$ cat src/rtl/wdog_pkg.sv
package wdog_pkg;
    // register byte offsets
    localparam int OFF_MODE = 'h00;
    localparam int OFF_TC   = 'h04;
    localparam int OFF_FEED = 'h08;
    localparam int OFF_CNT  = 'h0C;
    localparam int OFF_WARN = 'h14;
    localparam int OFF_WIN  = 'h18;

    // mode register bit positions
    localparam int MB_EN   = 0;
    localparam int MB_RST  = 1;
    localparam int MB_TOF  = 2;
    localparam int MB_WINT = 3;

    // feed pair
    localparam int FEED_KEY1 = 'hAA;
    localparam int FEED_KEY2 = 'h55;

    typedef enum logic {
        FEED_IDLE,
        FEED_ARMED
    } feed_st_e;
endpackage

$ cat src/rtl/wdog_feed_fsm.sv
module wdog_feed_fsm
    import wdog_pkg::*;
#(
    parameter int DATA_W = 32
) (
    input  logic              clk,
    input  logic              rst_n,
    input  logic              feed_wr,
    input  logic [DATA_W-1:0] feed_data,
    output logic              pair_done,
    output logic              pair_bad
);
    localparam logic [DATA_W-1:0] KEY1 = DATA_W'(FEED_KEY1);
    localparam logic [DATA_W-1:0] KEY2 = DATA_W'(FEED_KEY2);

    feed_st_e st_q, st_d;

    // state register
    always_ff @(posedge clk or negedge rst_n) begin
        if (!rst_n) st_q <= FEED_IDLE;
        else        st_q <= st_d;
    end

    // next state: arm, complete, break, stray
    always_comb begin
        st_d = st_q;
        if (feed_wr) begin
            unique case (st_q)
                FEED_IDLE:  st_d = (feed_data == KEY1) ? FEED_ARMED : FEED_IDLE;
                FEED_ARMED: st_d = FEED_IDLE;
                default:    st_d = FEED_IDLE;
            endcase
        end
    end

    // outputs
    always_comb begin
        pair_done = 1'b0;
        pair_bad  = 1'b0;
        if (feed_wr) begin
            unique case (st_q)
                FEED_IDLE:  pair_bad = (feed_data != KEY1);
                FEED_ARMED: begin
                    pair_done = (feed_data == KEY2);
                    pair_bad  = (feed_data != KEY2);
                end
                default: pair_bad = 1'b1;
            endcase
        end
    end
endmodule

$ cat src/rtl/wdog_counter.sv
module wdog_counter #(
    parameter int               CNT_W   = 24,
    parameter logic [CNT_W-1:0] CNT_RST = CNT_W'('hFF)
) (
    input  logic             clk,
    input  logic             rst_n,
    input  logic             run,
    input  logic             reload,
    input  logic [CNT_W-1:0] load_val,
    output logic [CNT_W-1:0] cnt,
    output logic             expire
);
    localparam logic [CNT_W-1:0] ZERO = '0;

    assign expire = run && !reload && (cnt == ZERO);

    always_ff @(posedge clk or negedge rst_n) begin
        if (!rst_n)                  cnt <= CNT_RST;
        else if (reload || expire)   cnt <= load_val;
        else if (run)                cnt <= cnt - 1'b1;
    end
endmodule

$ cat src/rtl/win_watchdog.sv
module win_watchdog
    import wdog_pkg::*;
#(
    parameter int               CNT_W  = 24,
    parameter int               DATA_W = 32,
    parameter int               ADDR_W = 5,
    parameter logic [CNT_W-1:0] TC_RST = CNT_W'('hFF)
) (
    input  logic              clk,
    input  logic              rst_n,
    input  logic [ADDR_W-1:0] addr,
    input  logic              wr_en,
    input  logic [DATA_W-1:0] wr_data,
    output logic [DATA_W-1:0] rd_data,
    output logic              warn_irq,
    output logic              rst_req
);
    localparam logic [CNT_W-1:0] WIN_RST = '1;

    logic [CNT_W-1:0] tc_q, warn_q, win_q, cnt;
    logic en_q, rst_en_q, pend_en_q, pend_rst_q, tof_q, wint_q;
    logic pair_done, pair_bad, feed_ok, feed_err, expire;
    logic tof_set, wint_set;
    logic wr_mode, wr_tc, wr_feed, wr_warn, wr_win;

    assign wr_mode = wr_en && (addr == ADDR_W'(OFF_MODE));
    assign wr_tc   = wr_en && (addr == ADDR_W'(OFF_TC));
    assign wr_feed = wr_en && (addr == ADDR_W'(OFF_FEED));
    assign wr_warn = wr_en && (addr == ADDR_W'(OFF_WARN));
    assign wr_win  = wr_en && (addr == ADDR_W'(OFF_WIN));

    wdog_feed_fsm #(.DATA_W(DATA_W)) u_feed (
        .clk       (clk),
        .rst_n     (rst_n),
        .feed_wr   (wr_feed),
        .feed_data (wr_data),
        .pair_done (pair_done),
        .pair_bad  (pair_bad)
    );

    // window judgement: a running watchdog accepts a pair only at or below the window
    assign feed_ok  = pair_done && (!en_q || (cnt <= win_q));
    assign feed_err = en_q && (pair_bad || (pair_done && (cnt > win_q)));

    wdog_counter #(.CNT_W(CNT_W), .CNT_RST(TC_RST)) u_cnt (
        .clk      (clk),
        .rst_n    (rst_n),
        .run      (en_q),
        .reload   (feed_ok),
        .load_val (tc_q),
        .cnt      (cnt),
        .expire   (expire)
    );

    assign tof_set  = expire || feed_err;
    assign wint_set = en_q && (cnt == warn_q);

    // configuration registers
    always_ff @(posedge clk or negedge rst_n) begin
        if (!rst_n) begin
            tc_q   <= TC_RST;
            warn_q <= '0;
            win_q  <= WIN_RST;
        end else begin
            if (wr_tc)   tc_q   <= wr_data[CNT_W-1:0];
            if (wr_warn) warn_q <= wr_data[CNT_W-1:0];
            if (wr_win)  win_q  <= wr_data[CNT_W-1:0];
        end
    end

    // mode bits, flags and reset request
    always_ff @(posedge clk or negedge rst_n) begin
        if (!rst_n) begin
            en_q       <= 1'b0;
            rst_en_q   <= 1'b0;
            pend_en_q  <= 1'b0;
            pend_rst_q <= 1'b0;
            tof_q      <= 1'b0;
            wint_q     <= 1'b0;
            rst_req    <= 1'b0;
        end else begin
            if (wr_mode) begin
                pend_en_q  <= wr_data[MB_EN];
                pend_rst_q <= wr_data[MB_RST];
            end
            if (feed_ok) begin
                en_q     <= en_q | pend_en_q;
                rst_en_q <= rst_en_q | pend_rst_q;
            end
            tof_q   <= tof_set  | (tof_q  & ~(wr_mode & ~wr_data[MB_TOF]));
            wint_q  <= wint_set | (wint_q & ~(wr_mode & ~wr_data[MB_WINT]));
            rst_req <= tof_set & ~tof_q & rst_en_q;
        end
    end

    assign warn_irq = wint_q;

    // read mux
    always_comb begin
        case (int'(addr))
            OFF_MODE: rd_data = DATA_W'({wint_q, tof_q, rst_en_q, en_q});
            OFF_TC:   rd_data = DATA_W'(tc_q);
            OFF_CNT:  rd_data = DATA_W'(cnt);
            OFF_WARN: rd_data = DATA_W'(warn_q);
            OFF_WIN:  rd_data = DATA_W'(win_q);
            default:  rd_data = '0;
        endcase
    end
endmodule

$ cat config.mk
export PLATFORM = sky130hd
export DESIGN_NAME = win_watchdog
export DESIGN_NICKNAME = d
export VERILOG_FILES = /design/src/rtl/wdog_pkg.sv /design/src/rtl/wdog_feed_fsm.sv /design/src/rtl/wdog_counter.sv /design/src/rtl/win_watchdog.sv
export SDC_FILE = /design/constraint.sdc
export NUM_CORES = 1
export LEC_CHECK = 0
export ABC_AREA = 1
export BUFFER_PORTS_ARGS = -buffer_cell sky130_fd_sc_hd__buf_2
export CORE_MARGIN = 2
export CORE_UTILIZATION = 45
export CTS_CLUSTER_SIZE = 14
export DETAILED_ROUTE_END_ITERATION = 10
export HOLD_SLACK_MARGIN = 0.12
export PLACE_DENSITY_LB_ADDON = 0.12
export SLEW_MARGIN = 15
export SYNTH_ARGS = -nofsm -noshare
export SYNTH_HDL_FRONTEND = slang
export SYNTH_SLANG_ARGS = --single-unit
export TNS_END_PERCENT = 20
$ cat constraint.sdc
create_clock -name clk -period 3.8 [get_ports clk]
set_input_delay 0.76 -clock clk [delete_from_list [all_inputs] [get_ports clk]]
set_output_delay 0.76 -clock clk [all_outputs]
set_load 0.005 [all_outputs]
Yosys cells after proc, flatten, opt, wreduce, memory -nomap -nowiden
Cells that the tools add are included.
{ "op_classes": {"add_sub_neg": 1, "magnitude_cmp": 2, "eq_ne": 10, "n_mux": 9, "bitwise_logic": 16, "reduce_logical": 20} }
{ "op_table": {"columns": ["operator", "n"], "rows": [
  ["one-hot mux 24 bit (5 select lines)", 1],
  ["2-to-1 mux 24 bit", 2],
  ["== test 32 x 7 -> 1 bit, second input constant", 1],
  ["== test 32 x 8 -> 1 bit, second input constant", 1],
  ["inequality test 32 x 7 -> 1 bit, second input constant", 1],
  ["inequality test 32 x 8 -> 1 bit, second input constant", 1],
  ["== test 24 bit", 1],
  ["greater-than comparator 24 bit", 1],
  ["<= comparator 24 bit", 1],
  ["logical NOT 24 bit", 1],
  ["subtractor 24 x 1 -> 24 bit, second input constant", 1],
  ["logical AND 1 bit", 11],
  ["== test 5 x 4 -> 1 bit, second input constant", 2],
  ["== test 5 bit, second input constant", 2],
  ["AND 1 bit", 6],
  ["NOT 1 bit", 6],
  ["== test 5 x 3 -> 1 bit, second input constant", 1],
  ["logical NOT 5 bit", 1],
  ["logical OR 1 bit", 4],
  ["2-to-1 mux 1 bit", 4],
  ["bitwise OR 1 bit", 4],
  ["one-hot mux 1 bit (2 select lines)", 2],
  ["logical NOT 1 bit", 2],
  ["nonzero test 2 bit", 1]
]} }
{ "word_totals": {"reg_bits": 104, "inputBits": 40, "output_inout_bits": 34, "wordCells": 70} }

Logic depth before layout (Yosys ltp)
Gate-level depths: netlist of the first run.
{ "depth": {"ltp_word": 10, "mapped_depth": 17, "ltp_nobuf": 16} }

Modules after synthesis
Synthesis of the first run repeated with hierarchy kept, for this count alone.
{ "unflattened": {"hier_cells": 949, "hier_area_um2": 6854.1} }
{ "modules_own_cells": {"columns": ["module", "instances", "cells_per_inst", "area_each_um2", "seq_area_each_um2"], "rows": [
  ["win_watchdog", 1, 591, 4685.7, 2016.9],
  ["wdog_counter", 1, 310, 1941.9, 610.6],
  ["wdog_feed_fsm", 1, 48, 226.5, 25.0]
]} }

Worst setup path before layout of the first run
Ideal clock, no wire load.
{ "synth_path": {"kind": "input-to-output", "start": "in addr[1]", "end": "out rd_data[12]", "t_arrival_ns": 1.811, "required_ns": 3.040, "path_slack_ns": 1.229, "path_stages": 7, "path_buffers": 1, "cell_sequence": "or2_4 > inv_2 > nand2_1 > nor2_2 > clkbuf_1 > a221oi_1 > o21ai_0"} }
{ "synth_between": {"elab_chain_len": 2, "word_cells_on_any_way": 6, "cone_classes": "eq/ne (4); mux (1); reduce/logical (1)"} }
{ "synth_rtl": {"columns": ["element", "line", "rtl"], "rows": [
  ["start: declaration", "win_watchdog.sv:11", "input logic [ADDR_W-1:0] addr,"],
  ["== test 5 bit (tied with other cells)", "win_watchdog.sv:100", "case (int'(addr))"],
  ["one-hot mux 24 bit (5 select lines) *", "win_watchdog.sv:100", null],
  ["end: declaration", "win_watchdog.sv:14", "output logic [DATA_W-1:0] rd_data,"]
]} }
Mark *: on every way between the ends. The rest lies on a longest branch, timed or not.

Worst setup path after layout of the first run
{ "layout_path": {"start": "in addr[1]", "end": "out rd_data[22]"} }
Same word-level chain as after synthesis.

==> results by group, run 1 <==
Synthesis
  – Cell taking the most area after synthesis: sky130_fd_sc_hd__dfrtp_1
  – Main combinational cell family by area after synthesis: simple AND/OR/NAND/NOR gates
  – Synthesized area per cell: 7.37 µm²
  – Count of synthesis-stage warnings from yosys: 0
  – Xor-xnor portion of the synthesized cell area: 1.42%
  – Post-synth cell types: 46
  – Flop and latch count out of synthesis: 104
  – Prevailing post-synth register cell: sky130_fd_sc_hd__dfrtp_1
  – Commonest cells in the synthesized netlist: sky130_fd_sc_hd__nand2_1 (202), sky130_fd_sc_hd__inv_1 (99), sky130_fd_sc_hd__nand3_1 (82), sky130_fd_sc_hd__nor2_1 (82), sky130_fd_sc_hd__o21ai_1 (65)
  – Portion of synthesized cell area occupied by the leading cell type: 23.7%
  – Top cells by area in the synthesized netlist: sky130_fd_sc_hd__dfrtp_1 (24%), sky130_fd_sc_hd__dfstp_2 (16%), sky130_fd_sc_hd__nand2_1 (11%)
  – Synth Cell Area: 6770 µm²
  – Synth Area in Simple Gates: 29.5%
  – Cell count after synthesis: 918
  – Share of flip-flops with an asynchronous set or reset: 100%
  – Compound-Gate Fraction of Synth Area: 15.2%
  – Adder-cell share of the synthesized area: 4.62%
  – Share of the yosys chip area belonging to registers: 39.2%
  – Cell with the most instances after synthesis: sky130_fd_sc_hd__nand2_1
  – Number of enable flip-flop cells after synthesis: 0
  – Multiplexer share of the synthesized area: 0%

Setup path
  – Sort of element at the start of the critical path: input pin
  – Worst path slowest cell: sky130_fd_sc_hd__inv_2
  – Largest stage delay on the critical path: 330 ps
  – Maximum fanout count along the critical path: 13
  – CP bufs+invs: 5
  – Type of the worst setup path: input pin to output pin
  – Kind of capture point of the worst setup path: output pin
  – Worst endpoint required time: 3040 ps
  – CP cell instances: buf_2 > or2_4 > inv_2 > nand2_1 > nor2_1 > nand2_1 > buf_4 > inv_2 > a221oi_1 > o21ai_0 > buf_2
  – Data arrival, critical path: 2330 ps
  – Top Family by Delay on Critical Path: buffers and inverters

Power
  – Static Leak: 3.57 nW
  – Power density over the cells: 555 nW/µm²
  – Worst VDD drop: 276 µV

Clock tree
  – Number of H-tree branching levels: 3
  – Clock latency on the worst-skew pair: 360 ps
  – Inserted Clock Buffers: 9
  – Post-cts gate resize count: 0
  – Maximum clock insertion buffer count: 2
  – Register clock-pin slew on the reported worst setup and hold paths: 60 ps
  – Number of setup buffers added after CTS: 0
  – Hold-fix buffer count after cts: 0
  – # clock sinks: 104
  – Cell chosen for the clock root: sky130_fd_sc_hd__clkbuf_16
  – TritonCTS clock tree: done

Floorplanning
  – Height of the chip: 127 µm
  – Core box area: 14600 µm²
  – Number of cell rows: 44
  – Number of top-level pins: 74
  – Effective utilization at floorplan: 46.4%
  – Die boundary width: 127 µm
  – Die area: 16000 µm²

Detailed routing
  – Vias: 6278
  – Average vias per placed instance: 5.43
  – Number of search-and-repair iterations in the first detailed-routing pass: 5
  – Final routed wirelength across all metal layers: 20000 µm
  – Number of routed nets with antenna violations: 0
  – Violation count after the first detailed-route iteration: 501
  – Post-detailed-route wirelength per cell: 17.3 µm
  – DRC viols: 0

Final layout
  – Summed area of non-filler cells in the final layout: 7520 µm²
  – Synth-to-layout area growth: 11.1%
  – Non-filler cells in the finished layout: 1156
  – Post-Route Utilization: 51.6%
  – Fillcell total: 1480
  – Proportion of layout cells with a drive suffix above 1: 18.8%
  – Final #Nets: 1032
  – Number of diodes: 0

Timing
  – Shortest clock period the worst path allows after layout: 3090 ps
  – Period utilization: 81.3%
  – Setup Viol. Count Final: 0
  – Count of pins over their slew limit: 0
  – Max Clock Skew: 9.83 ps
  – Measured slew at the worst slew-check pin: 839 ps
  – Final setup TNS: 0 ps
  – Final worst setup slack: 711 ps
  – Max_slew headroom: 44.1%
  – Fmax achieved: 324 MHz
  – Setup repair after global routing missed its margin: no
  – Final-report hold violation count: 0

Placed design
  – Detailed placement HPWL: 14100 µm
  – Number of buffer cells added on primary ports: 65
  – Global placer's final weighted congestion: 0.882
  – Count of placed standard cells including taps: 1140
  – Setup slack after placement: 725 ps
  – Placed Area: 7210 µm²

GRT
  – First-pass GRT wire length: 32000 µm
  – Total GRT Usage: 25.4%
  – Number of global-route vias before repair: 5863
  – Congestion Overflow GR: 0
  – Largest net degree at the start of global routing: 64
  – Antenna violations before repair: 0

Job
  – Max cap viols: 0

Status
  – Outcome: finished clean

Hold path
  – Hold Crit Class: flip-flop to flip-flop
==> cell usage in the layout, fill, tap and decap left out, types with 16 or more instances in the layout <==
| cell type | n |
|---|---|
| sky130_fd_sc_hd__nand2_1 | 202 |
| sky130_fd_sc_hd__inv_1 | 99 |
| sky130_fd_sc_hd__nor2_1 | 82 |
| sky130_fd_sc_hd__nand3_1 | 82 |
| sky130_fd_sc_hd__o21ai_1 | 65 |
| sky130_fd_sc_hd__dfrtp_1 | 64 |
| sky130_fd_sc_hd__buf_2 | 64 |
| sky130_fd_sc_hd__o21ai_0 | 44 |
| sky130_fd_sc_hd__dfstp_2 | 40 |
| sky130_fd_sc_hd__a21oi_1 | 33 |
| sky130_fd_sc_hd__ha_1 | 25 |
| sky130_fd_sc_hd__a221oi_1 | 18 |
| sky130_fd_sc_hd__nand4_1 | 16 |
| sky130_fd_sc_hd__buf_4 | 16 |
==> state kept, by name (all words and copies together) (netlist names) <==
name and flops:
warn_irq 1, tof_q 1, u_cnt.cnt 24, pend_rst_q 1, en_q 1, u_feed.st_q 1, win_q 24, rst_en_q 1
warn_q 24, pend_en_q 1, tc_q 24, rst_req 1
==> routing by layer <==
metal / track usage [%] / vias up / part of all wire, %
li1: - / 3133 / -
met1: 37.1 / 2930 / 49
met2: 39.8 / 201 / 45
met3: 4.26 / 14 / 5.6
met4: 5.88 / 0 / 1.0
met5: 0 / - / 0
==> report_power, final <==
part,internal [mW],total [mW],switching [mW]
Sequential,1.43,1.78,0.349
Clock,0.566,0.987,0.421
Combinational,0.560,1.40,0.842
==> per-stage QoR <==
step                      hold slack [ps]  total power, mW
after floorplan                       431             2.77
after global placement                460             3.17
after detailed placement              465             3.18
after CTS                             476             4.18
after global routing                  491             4.51
final                                 474             4.17
==> worst paths after layout <==
kind	slack, ps	to	startpoint	cells after the start
hold / removal	470	win_q[8]$_DFFE_PN1P_	win_q[8]$_DFFE_PN1P_	2
setup / recovery	710	rd_data[22]	addr[1]	11
setup reg to reg	1180	u_cnt.cnt[22]$_DFFE_PN0P_	en_q$_DFFE_PN0P_	7
min in group asynchronous	480	warn_q[1]$_DFFE_PN0P_	rst_n	1
max in group asynchronous	2400	win_q[14]$_DFFE_PN1P_	rst_n	2
hold reg to reg	470	win_q[8]$_DFFE_PN1P_	win_q[8]$_DFFE_PN1P_	2
==> cell type report <==
class                      instances  area (µm²)  area share, %
multi-input combinational        660        3470           46.1
sequential                       104        2650           35.3
timing repair buffer              80         440           5.86
inverter                         112         420           5.59
clock buffer                      14         274           3.64
tap                              184         230           3.06
clock inverter                     2        37.5          0.499
==> worst min-delay path, delay by kind of cell, from the launching register on <==
| kind | cells | cell delay, ps |
|---|---|---|
| flops | 1 | 370 |
| compound gates | 1 | 50 |
| simple gates | 1 | 50 |
==> kinds of logic after synthesis <==
| logic type | Yosys count |
|---|---|
| AO/OA/AOI/OAI | 182 |
| XOR/XNOR | 11 |
| adder cells (fa/ha/maj) | 25 |
| buffers and inverters | 161 |
| flip-flops | 104 |
| other | 1 |
| AND/OR/NAND/NOR | 434 |
Note: power is estimated with default switching activity, not from simulation.
==> run 2: changes to the inputs <==
- clock period: 3.8 -> 2.7 ns (I/O delays scaled with it)
==> run 2 against run 1 <==
Against the previous run: wire length decreased by 0.17%; non-clock buffer count increased by 13; combinational power grew 49%; sequential cell count unchanged; worst setup slack worse by 450 ps; global-route usage up 0.45 points; hold slack got worse by 290 ps; clock-buffer cell count shrank 3; register-to-register slack lost 870 ps; critical path type unchanged; largest power group unchanged.
==> results by group, run 2 (synthesis results as in run 1) <==
Status
  – Outcome: finished clean

Placed design
  – Setup slack after placement: 250 ps
  – Detailed placement HPWL: 14500 µm
  – Global placer's final weighted congestion: 0.942
  – Number of buffer cells added on primary ports: 65

Timing
  – Period utilization: 90.2%
  – Setup Viol. Count Final: 0
  – Measured slew at the worst slew-check pin: 654 ps
  – Fmax achieved: 411 MHz
  – Final worst setup slack: 265 ps
  – Shortest clock period the worst path allows after layout: 2440 ps
  – Max_slew headroom: 56.0%
  – Max Clock Skew: 8.75 ps
  – Setup repair after global routing missed its margin: no
  – Final setup TNS: 0 ps
  – Final-report hold violation count: 0
  – Count of pins over their slew limit: 0

Floorplanning
  – Number of cell rows: 44
  – Core box area: 14600 µm²
  – Die boundary width: 127 µm
  – Die area: 16000 µm²
  – Number of top-level pins: 74
  – Effective utilization at floorplan: 46.4%
  – Height of the chip: 127 µm

Clock tree
  – Maximum clock insertion buffer count: 2
  – TritonCTS clock tree: done
  – Post-cts gate resize count: 0
  – Cell chosen for the clock root: sky130_fd_sc_hd__clkbuf_16
  – Number of H-tree branching levels: 3
  – Inserted Clock Buffers: 9
  – Register clock-pin slew on the reported worst setup and hold paths: 70 ps
  – Number of setup buffers added after CTS: 0
  – Hold-fix buffer count after cts: 0
  – # clock sinks: 104
  – Clock latency on the worst-skew pair: 360 ps

GRT
  – First-pass GRT wire length: 32700 µm
  – Antenna violations before repair: 0
  – Total GRT Usage: 25.9%
  – Number of global-route vias before repair: 6078
  – Congestion Overflow GR: 0
  – Largest net degree at the start of global routing: 49

Setup path
  – Worst path slowest cell: sky130_fd_sc_hd__inv_2
  – Top Family by Delay on Critical Path: buffers and inverters
  – Data arrival, critical path: 1900 ps
  – Worst endpoint required time: 2160 ps
  – CP cell instances: buf_2 > or2_4 > inv_2 > nand2_1 > nor2_1 > nand2_1 > inv_2 > a221oi_1 > o21ai_0 > buf_2
  – Largest stage delay on the critical path: 310 ps
  – Sort of element at the start of the critical path: input pin
  – CP bufs+invs: 4
  – Maximum fanout count along the critical path: 13
  – Type of the worst setup path: input pin to output pin
  – Kind of capture point of the worst setup path: output pin

Final layout
  – Final #Nets: 1045
  – Post-Route Utilization: 52.3%
  – Number of diodes: 0
  – Synth-to-layout area growth: 12.8%
  – Commonest non-fill, non-tap cell in the layout: sky130_fd_sc_hd__nand2_1
  – Proportion of layout cells with a drive suffix above 1: 19.8%
  – Most used cells in the layout excluding fill and tap cells: sky130_fd_sc_hd__nand2_1 (202), sky130_fd_sc_hd__inv_1 (99), sky130_fd_sc_hd__nor2_1 (82), sky130_fd_sc_hd__nand3_1 (82), sky130_fd_sc_hd__o21ai_1 (65)

Detailed routing
  – Final routed wirelength across all metal layers: 19900 µm
  – Vias: 6300
  – Violation count after the first detailed-route iteration: 486
  – Average vias per placed instance: 5.39
  – DRC viols: 0
  – Number of routed nets with antenna violations: 0
  – Post-detailed-route wirelength per cell: 17.0 µm
  – Number of search-and-repair iterations in the first detailed-routing pass: 5

Job
  – Max cap viols: 0

Power
  – Power density over the cells: 770 nW/µm²
  – Worst VDD drop: 408 µV
  – Static Leak: 3.64 nW
  – Power consumption: 5.88 mW

Hold path
  – Hold Crit Class: input pin to async pin
[run 2: power breakdown]
group          internal, mW  switching [mW]  total [mW]
Combinational         0.835            1.26        2.09
Clock                 0.719           0.603        1.32
Sequential             2.02           0.441        2.46
Total                  3.57            2.30        5.88
[run 2: through the flow]
step	hold WS (ps)	instances	cell area [µm²]
after floorplan	244	925	6800
after global placement	461	1153	7340
after detailed placement	466	1153	7340
after CTS	194	1169	7630
after global routing	223	1169	7630
final	182	1169	7630
[run 2: layer usage]
layer | vias up | part of all wire, % | track usage, %
li1 | 3150 | - | -
met1 | 2944 | 50 | 38.3
met2 | 188 | 44 | 39.6
met3 | 18 | 5.1 | 4.98
met4 | 0 | 1.3 | 5.43
met5 | - | 0 | 0
[run 2: area by class of cell]
class / instances / area [µm²]
Fill cell: 1456 / 6950
Multi-Input combinational cell: 660 / 3470
Sequential cell: 104 / 2650
Timing Repair Buffer: 93 / 576
Inverter: 112 / 420
Clock buffer: 11 / 233
Tap cell: 184 / 230
Clock inverter: 5 / 57.6
[run 2: worst paths after layout]
path	startpoint	cells past startpoint	slack [ps]	end
worst max-delay path	addr[1]	10	260	rd_data[22]
worst min-delay path	rst_n	1	180	warn_irq$_DFF_PN0_
worst max register to register	win_q[15]$_DFFE_PN1P_	13	310	u_cnt.cnt[14]$_DFFE_PN0P_
worst min register to register	win_q[13]$_DFFE_PN1P_	2	470	win_q[13]$_DFFE_PN1P_
max in group asynchronous	rst_n	2	1790	tc_q[6]$_DFFE_PN1P_
min in group clk	wr_data[22]	3	430	win_q[22]$_DFFE_PN1P_
